==> src/rtl/pwrseq_pkg.sv <==
package pwrseq_pkg;

    typedef enum logic [2:0] {
        PM_RESET   = 3'd0,
        PM_STBY    = 3'd1,
        PM_START   = 3'd2,
        PM_BSETTLE = 3'd3,
        PM_BPFM    = 3'd4,
        PM_NORMAL  = 3'd5
    } pm_state_e;

    typedef struct packed {
        logic bias_en;
        logic func_en;
        logic boost_on;
        logic boost_pwm;
        logic reg_clr;
    } pm_out_t;

    function automatic int pm_max(input int a, input int b);
        return (a > b) ? a : b;
    endfunction

    function automatic logic pm_is_active(input pm_state_e s);
        return (s == PM_START) || (s == PM_BSETTLE) || (s == PM_BPFM) || (s == PM_NORMAL);
    endfunction

    function automatic pm_out_t pm_decode(input pm_state_e s, input logic run);
        pm_out_t o;
        o = '0;
        unique case (s)
            PM_RESET:   o.reg_clr = 1'b1;
            PM_STBY:    o = '0;
            PM_START:   o.bias_en = 1'b1;
            PM_BSETTLE: begin o.bias_en = 1'b1; o.func_en = 1'b1; end
            PM_BPFM:    begin o.bias_en = 1'b1; o.func_en = 1'b1; o.boost_on = 1'b1; end
            PM_NORMAL:  begin
                o.bias_en   = 1'b1;
                o.func_en   = 1'b1;
                o.boost_on  = run;
                o.boost_pwm = run;
            end
            default:    o = '0;
        endcase
        return o;
    endfunction

endpackage

==> src/rtl/pwrseq_rst_filt.sv <==
module pwrseq_rst_filt #(
    parameter int MIN_CYC = 4
) (
    input  logic clk,
    input  logic rst,
    input  logic por_i,
    input  logic pin_n,
    output logic rst_req
);
    localparam int W = $clog2(MIN_CYC + 1);

    logic [W-1:0] low_cnt;

    always_ff @(posedge clk) begin
        if (rst || pin_n) begin
            low_cnt <= '0;
        end else if (low_cnt != W'(MIN_CYC)) begin
            low_cnt <= low_cnt + W'(1);
        end
    end

    assign rst_req = por_i || (low_cnt == W'(MIN_CYC));

endmodule

==> src/rtl/pwrseq_ms_timer.sv <==
module pwrseq_ms_timer #(
    parameter int MAX_MS = 10,
    parameter int CW     = 4
) (
    input  logic          clk,
    input  logic          rst,
    input  logic          clr,
    input  logic          tick,
    output logic [CW-1:0] cnt
);
    always_ff @(posedge clk) begin
        if (rst || clr) begin
            cnt <= '0;
        end else if (tick && (cnt != CW'(MAX_MS))) begin
            cnt <= cnt + CW'(1);
        end
    end

    AST_CNT_BOUND: assert property (@(posedge clk) disable iff (rst)
        cnt <= CW'(MAX_MS)) else $error("wait counter out of range");

endmodule

==> src/rtl/pwrseq_fsm.sv <==
module pwrseq_fsm
    import pwrseq_pkg::*;
#(
    parameter int WAIT_MS = 10,
    parameter int PFM_MS  = 10,
    parameter int CW      = 4
) (
    input  logic          clk,
    input  logic          rst,
    input  logic          rst_req,
    input  logic          active_bit,
    input  logic          boost_req,
    input  logic          therm,
    input  logic          tick,
    input  logic [CW-1:0] cnt,
    output pm_state_e     state,
    output logic          boost_run,
    output logic          tmr_clr
);
    pm_state_e nxt;
    logic      run_nxt;
    logic      hold;
    logic      wait_done;
    logic      pfm_done;

    assign wait_done = tick && (cnt == CW'(WAIT_MS - 1));
    assign pfm_done  = tick && (cnt == CW'(PFM_MS - 1));

    always_comb begin
        nxt     = state;
        run_nxt = boost_run;
        hold    = 1'b0;
        if (rst_req) begin
            nxt     = PM_RESET;
            run_nxt = 1'b0;
        end else if (state == PM_RESET) begin
            nxt = PM_STBY;
        end else if (!active_bit) begin
            nxt     = PM_STBY;
            run_nxt = 1'b0;
        end else if (state == PM_STBY) begin
            nxt = PM_START;
        end else if (therm) begin
            nxt     = PM_START;
            run_nxt = 1'b0;
            hold    = 1'b1;
        end else begin
            unique case (state)
                PM_START: begin
                    if (wait_done) nxt = boost_req ? PM_BPFM : PM_NORMAL;
                end
                PM_BSETTLE: begin
                    if (!boost_req)     nxt = PM_NORMAL;
                    else if (wait_done) nxt = PM_BPFM;
                end
                PM_BPFM: begin
                    if (!boost_req) begin
                        nxt = PM_NORMAL;
                    end else if (pfm_done) begin
                        nxt     = PM_NORMAL;
                        run_nxt = 1'b1;
                    end
                end
                PM_NORMAL: begin
                    if (!boost_req)     run_nxt = 1'b0;
                    else if (!boost_run) nxt    = PM_BSETTLE;
                end
                default: nxt = PM_RESET;
            endcase
        end
    end

    assign tmr_clr = (nxt != state) || hold;

    always_ff @(posedge clk) begin
        if (rst) begin
            state     <= PM_RESET;
            boost_run <= 1'b0;
        end else begin
            state     <= nxt;
            boost_run <= run_nxt;
        end
    end

    AST_RESET_WINS: assert property (@(posedge clk) disable iff (rst)
        rst_req |=> state == PM_RESET) else $error("reset not taken");
    AST_STBY_FORCED: assert property (@(posedge clk) disable iff (rst)
        (!rst_req && !active_bit && state != PM_RESET) |=> state == PM_STBY) else $error("standby not taken");
    AST_THERM_FALLBACK: assert property (@(posedge clk) disable iff (rst)
        (!rst_req && active_bit && therm && pm_is_active(state)) |=> state == PM_START) else $error("thermal fallback missed");
    AST_PWM_AFTER_PFM: assert property (@(posedge clk) disable iff (rst)
        $rose(boost_run) |-> $past(state) == PM_BPFM) else $error("PWM without PFM phase");
    AST_PFM_ENTRY: assert property (@(posedge clk) disable iff (rst)
        (state == PM_BPFM && $past(state) != PM_BPFM) |-> ($past(state) == PM_START || $past(state) == PM_BSETTLE)) else $error("bad PFM entry");
    AST_STBY_QUIET: assert property (@(posedge clk) disable iff (rst)
        (state == PM_STBY) |-> !boost_run) else $error("boost alive in standby");

endmodule

==> src/rtl/pwr_seq_ctrl.sv <==
module pwr_seq_ctrl
    import pwrseq_pkg::*;
#(
    parameter int WAIT_MS     = 10,
    parameter int PFM_MS      = 10,
    parameter int RST_MIN_CYC = 8
) (
    input  logic       clk,
    input  logic       rst,
    input  logic       por_i,
    input  logic       rst_pin_n,
    input  logic       ms_tick,
    input  logic       active_bit,
    input  logic       boost_req,
    input  logic       therm_i,
    output logic [2:0] mode_o,
    output logic       bias_en_o,
    output logic       func_en_o,
    output logic       boost_on_o,
    output logic       boost_pwm_o,
    output logic       reg_clr_o
);
    localparam int MAX_MS = pm_max(WAIT_MS, PFM_MS);
    localparam int CW     = $clog2(MAX_MS + 1);

    logic          rst_req;
    logic          tmr_clr;
    logic          boost_run;
    logic [CW-1:0] cnt;
    pm_state_e     state;
    pm_out_t       outs;

    pwrseq_rst_filt #(.MIN_CYC(RST_MIN_CYC)) u_filt (
        .clk(clk), .rst(rst), .por_i(por_i), .pin_n(rst_pin_n), .rst_req(rst_req)
    );

    pwrseq_ms_timer #(.MAX_MS(MAX_MS), .CW(CW)) u_timer (
        .clk(clk), .rst(rst), .clr(tmr_clr), .tick(ms_tick), .cnt(cnt)
    );

    pwrseq_fsm #(.WAIT_MS(WAIT_MS), .PFM_MS(PFM_MS), .CW(CW)) u_fsm (
        .clk(clk), .rst(rst), .rst_req(rst_req), .active_bit(active_bit),
        .boost_req(boost_req), .therm(therm_i), .tick(ms_tick), .cnt(cnt),
        .state(state), .boost_run(boost_run), .tmr_clr(tmr_clr)
    );

    assign outs        = pm_decode(state, boost_run);
    assign mode_o      = state;
    assign bias_en_o   = outs.bias_en;
    assign func_en_o   = outs.func_en;
    assign boost_on_o  = outs.boost_on;
    assign boost_pwm_o = outs.boost_pwm;
    assign reg_clr_o   = outs.reg_clr;

    AST_PWM_NEEDS_RUN: assert property (@(posedge clk) disable iff (rst)
        boost_pwm_o |-> (boost_on_o && func_en_o)) else $error("PWM without boost");

endmodule

==> config.mk <==
export PLATFORM = sky130hd
export DESIGN_NAME = pwr_seq_ctrl
export DESIGN_NICKNAME = d
export VERILOG_FILES = /design/src/rtl/pwrseq_pkg.sv /design/src/rtl/pwrseq_rst_filt.sv /design/src/rtl/pwrseq_ms_timer.sv /design/src/rtl/pwrseq_fsm.sv /design/src/rtl/pwr_seq_ctrl.sv
export SDC_FILE = /design/constraint.sdc
export NUM_CORES = 1
export LEC_CHECK = 0
export CORE_UTILIZATION = 31
export DETAILED_ROUTE_END_ITERATION = 6
export GPL_ROUTABILITY_DRIVEN = 0
export PLACE_DENSITY = 0.54
export SYNTH_ARGS = -nofsm -noshare
export SYNTH_HDL_FRONTEND = slang
export SYNTH_SLANG_ARGS = --single-unit
==> constraint.sdc <==
create_clock -name clk -period 3.7 [get_ports clk]
set_input_delay 0.37 -clock clk [delete_from_list [all_inputs] [get_ports clk]]
set_output_delay 0.37 -clock clk [all_outputs]
set_load 0.01 [all_outputs]
==> After elaboration in Yosys (flattened, before gate mapping) <==
Index checks and enable logic that the tools add are counted.
{ "word_totals": {"memories": 0, "latch_bits": 0, "mem_bits_ro": 0, "elab_cells": 64, "mem_bits_rw": 0, "regBits": 12, "in_bits": 8} }
{ "classes": {"shift": 0, "n_addsub": 2, "n_mul": 0, "bitwise_logic": 1, "div": 0, "reduce_logical": 11, "n_lt_le_gt_ge": 0, "n_eq_ne": 15, "muxes": 31} }
{ "op_table": {"columns": ["operator", "n"], "rows": [
  ["3-bit 2-to-1 mux", 12],
  ["1-bit 2-to-1 mux", 16],
  ["4-bit inequality test, second input constant", 4],
  ["3-bit case mux with 4 select lines", 1],
  ["4-bit by 1-bit adder with 4-bit output, second input constant", 2],
  ["4-bit equality test, second input constant", 2],
  ["3-bit by 2-bit equality test with 1-bit output, second input constant", 2],
  ["3-bit equality test, second input constant", 2],
  ["6-bit AND reduction", 1],
  ["1-bit logical OR", 4],
  ["4-bit by 1-bit inequality test with 1-bit output, second input constant", 1],
  ["4-bit by 3-bit inequality test with 1-bit output, second input constant", 1],
  ["1-bit case mux with 2 select lines", 2],
  ["4-bit OR reduction", 1],
  ["3-bit by 1-bit equality test with 1-bit output, second input constant", 1],
  ["3-bit zero test", 1],
  ["3-bit inequality test", 1],
  ["3-bit OR reduction", 1],
  ["1-bit logical AND", 2],
  ["2-bit inequality test, second input constant", 1],
  ["2-bit OR reduction", 1],
  ["1-bit NOT", 1]
]} }

==> Depth between registers and ports, before layout <==
{ "logic_depth": {"word_depth": 13, "ltp_mapped": 8} }

==> By module <==
From an unflattened synthesis, not the netlist that was laid out.
{ "hier_totals": {"cells_unflattened": 111, "area_unflattened_um2": 940.9} }
{ "modules_own_cells": {"columns": ["mod", "cells_each", "instances", "area_per_inst_um2"], "rows": [
  ["pwrseq_fsm", 60, 1, 462.9],
  ["pwrseq_ms_timer", 21, 1, 220.2],
  ["pwrseq_rst_filt", 21, 1, 212.7],
  ["pwr_seq_ctrl", 9, 1, 45.0]
]} }

==> Least setup slack after synthesis <==
Ideal clock, no wire load.
{ "synth_timing": {"path_kind": "reg-to-reg", "startpoint": "reg u_filt.low_cnt[0]", "endpoint": "reg u_timer.cnt[0]", "slack_ns": 1.921, "n_path_buf": 1, "path_stages_with_launch": 9, "setup_time_ns": 0.123, "arrival_ns": 1.656, "cell_sequence": "dfxtp_1 -> inv_1 -> ha_1 -> and3b_1 -> clkbuf_2 -> o31a_1 -> o311a_1 -> o2111ai_2 -> nor2_1"} }
{ "synth_via": {"elab_chain_cells": 6, "word_cells_on_any_way": 7, "cone_classes": "2 x eq/ne; 2 x mux; 3 x reduce/logical"} }
{ "synth_rtl": {"columns": ["item", "line_no", "source"], "rows": [
  ["start, declared", "pwrseq_rst_filt.sv:12", "logic [W-1:0] low_cnt;"],
  ["start signal, assigned", "pwrseq_rst_filt.sv:18", "low_cnt <= low_cnt + W'(1);"],
  ["4-bit equality test *", "pwrseq_rst_filt.sv:22", "assign rst_req = por_i || (low_cnt == W'(MIN_CYC));"],
  ["1-bit logical OR *", "pwrseq_rst_filt.sv:22", null],
  ["3-bit 2-to-1 mux", "pwrseq_fsm.sv:33", "if (rst_req) begin"],
  ["3-bit inequality test", "pwrseq_fsm.sv:73", "assign tmr_clr = (nxt != state) || hold;"],
  ["1-bit logical OR *", "pwrseq_fsm.sv:73", null],
  ["1-bit logical OR *", "pwrseq_ms_timer.sv:12", "if (rst || clr) begin"],
  ["end signal, assigned", "pwrseq_ms_timer.sv:15", "cnt <= cnt + CW'(1);"],
  ["end, declared", "pwrseq_ms_timer.sv:9", "output logic [CW-1:0] cnt"]
]} }
Mark *: on every way between the ends. The rest lies on a longest branch, timed or not.
A chain may end at the register's enable or synchronous reset.

==> Worst setup path in the final report <==
{ "layout_timing": {"startpoint": "reg u_fsm.state[2]", "endpoint": "out boost_pwm_o"} }
{ "layout_via": {"elab_chain_cells": 2} }
{ "layout_rtl": {"columns": ["item", "line_no", "source"], "rows": [
  ["start, declared", "pwrseq_fsm.sv:16", "output pm_state_e state,"],
  ["start signal, assigned", "pwrseq_fsm.sv:80", "state <= nxt;"],
  ["3-bit equality test", "pwrseq_pkg.sv:31", "unique case (s)"],
  ["1-bit 2-to-1 mux", "pwrseq_pkg.sv:31", null],
  ["end, declared", "pwr_seq_ctrl.sv:20", "output logic boost_pwm_o,"]
]} }
No other way between the ends.

==> out/qor.txt <==
Num CTS Buffers: 3
share of layout cells above drive strength 1: 0.0650
Sw Ratio: 0.247
VDD IR max: 0.143 mV
top area cells in the synthesized netlist: dfxtp_1 (28%), ha_1 (7.2%), nor2_1 (4.7%)
post-synthesis sequential area ratio: 0.275
number of port buffers: 15
vias in the first global route: 732
sequential power share: 0.479
post-place instance area: 1040 um^2
Hold WC Path Type: register to register
Synthesis Warnings: 0
design area: 1070 um^2
CP Class: register to output pin
postcts setup bufs: 0
post-synth net total: 122
clock skew: 0.00160 ns
Clock Power Share: 0.356
Max Fclk: 425 MHz
post-synthesis register bit count: 12
GRT overflow: 0
reg2reg setup slack: 1.80 ns
Max-slew headroom: 0.681
area of the multi-input gates: 576 um^2
Pins Over Slew Limit: 0
CTS tree: done
CP max FO: 11
Final Critical Period: 2.35 ns
clk_lat worst skew: 0.26 ns
chip height: 55.0 um
Final Hold Viols: 0
Max Cap Viol: 0
CTS Hold Bufs: 0
CP max stage delay: 0.58 ns
DRC viols: 0
via count: 818
fin crit share: 0.636
status: finished, final reports clean
core area: 2570 um^2
combinational power share: 0.165
DP Wirelength: 1470 um
CP cell instances: inv_1 -> nor2_1 -> and3_1 -> clkdlybuf4s50_1
Startpoint Class: register
Int Power: 0.216 mW
Final Non-Filler Cells: 153
Worst Max-Slew Pin Slew: 0.478 ns
Max clock buf depth: 2
Unique masters post-synth: 40
GRT busiest layer: met2
initial antenna violation count: 0
clock slew seen by the registers of the worst setup and hold paths: 0.08 ns
clock root cell: clkbuf_4
EDFF count, synth: 0
met2 Usage GRT: 0.257
PwrDens: 267 nW/um^2
largest net degree at the start of global routing: 16
RSZ-0062 raised after global routing: false
FILL cells: 269
post-synth top area cell: dfxtp_1
I/O pin total: 16
Worst EP arrival: 1.98 ns
most frequent cell after synthesis: dfxtp_1
Layout area overhead: 23.1%
H-tree levels: 1
Total Wirelength: 1970 um
die area: 3030 um^2
routing usage on met1: 0.197
# diodes: 0
mean post-synth cell area: 8.00 um^2
setup TNS: 0 ns
Final #Nets: 137
mapped cell area: 872 um^2
Pre-antenna DRT Iters: 4
Die W: 55.0 um
vias per cell: 5.35
Sw Pwr: 0.0709 mW
total power: 0.287 mW
first-iteration detailed-routing DRC count: 31
DRT antenna net count: 0
register area: 240 um^2
Final Util: 0.418
crit path capture type: output pin
std cell rows: 18
Main synth FF type: dfxtp_1
All-Layer GR Usage: 0.153
met3 usage: 0.0246
Leak: 0.434 nW
Starting Density: 0.340
CP required: 3.33 ns
Async SR Flop Fraction: 0
Commonest cells post-synth: dfxtp_1 (12), nor2_1 (11), inv_1 (9)
Crit-path slowest cell: dfxtp_1
Sink Count: 12
post_cts resized: 0
Cells after Synth: 109
placed cell count: 149
setup violation total in the final timing report: 0
drt wl/cell: 12.9 um
global-route wire length before repair: 3320 um
share of the synthesized area in the top cell type: 0.275
power groups by stage:
| stage | clock (mW) | combinational [mW] | sequential, mW |
|---|---|---|---|
| after floorplan | 0 | 0.0291 | 0.138 |
| after global placement | 0 | 0.0468 | 0.140 |
| after detailed placement | 0 | 0.0467 | 0.140 |
| after CTS | 0.106 | 0.0470 | 0.137 |
| after global routing | 0.116 | 0.0525 | 0.138 |
| final | 0.102 | 0.0473 | 0.137 |
per-layer routing:
metal,part of all wire,up-vias
met5,0,-
met4,0.0076,0
met3,0.046,2
met2,0.47,21
met1,0.47,378
li1,-,417
flip-flops by register name, summed over array words and instances, names as in the netlist:
signal and flops:
u_fsm.state 3, u_timer.cnt 4, u_fsm.boost_run 1, u_filt.low_cnt 4
final cells by class:
type | instances | share of cell area
timing repair buffer | 15 | 0.140
sequential | 12 | 0.224
inverter | 9 | 0.0315
multi-input combinational | 83 | 0.536
tap | 30 | 0.0350
clock buffer | 4 | 0.0338
final timing paths:
check                 start        endpoint  cells after the start
max          u_fsm.state[2]     boost_pwm_o                      4
min          u_timer.cnt[3]  u_timer.cnt[3]                      2
max reg2reg  u_timer.cnt[1]  u_timer.cnt[1]                      7
min reg2reg  u_timer.cnt[3]  u_timer.cnt[3]                      2
placed cells by master (no fill, tap or decap), types with 2 or more instances in the layout:
cell             synthesis  final
o21a_1                   2      2
a221oi_1                 2      2
inv_1                    9      9
nand3_1                  3      3
a21oi_1                  5      5
or2b_1                   3      3
o21ai_0                  3      3
nor2_1                  11     11
nor4_1                   2      2
or2_2                    2      2
ha_1                     5      5
or3_1                    2      2
xor2_1                   2      2
mux2i_1                  2      2
nor3_1                   5      5
clkbuf_4                 0      3
clkdlybuf4s50_1          0     15
and3b_1                  2      2
dfxtp_1                 12     12
nor2b_1                  4      4
nand2_1                  5      5
xnor2_1                  4      4
a21o_1                   3      3
metrics by stage:
stage / setup WS (ns) / hold slack (ns)
after floorplan: 1.92 / 0.447
after global placement: 1.55 / 0.538
after detailed placement: 1.52 / 0.532
after CTS: 1.35 / 0.553
after global routing: 1.22 / 0.592
final: 1.35 / 0.551
cell families after synthesis:
group,after synthesis,share of synthesized area
and+or+nand+nor,46,0.293
AOI/OAI and AO/OA,24,0.212
xor gates and xnor gates,6,0.0603
muxes,2,0.0230
buffers and inverters,14,0.0646
DFF,12,0.275
adders and majority gates,5,0.0717
critical path: cells and delay by family (launching register included):
| kind | cells | cell delay [ns] |
|---|---|---|
| buffers and inverters | 2 | 0.65 |
| DFF | 1 | 0.58 |
| and+or+nand+nor | 2 | 0.50 |
Power figures use the tool's default switching activity.
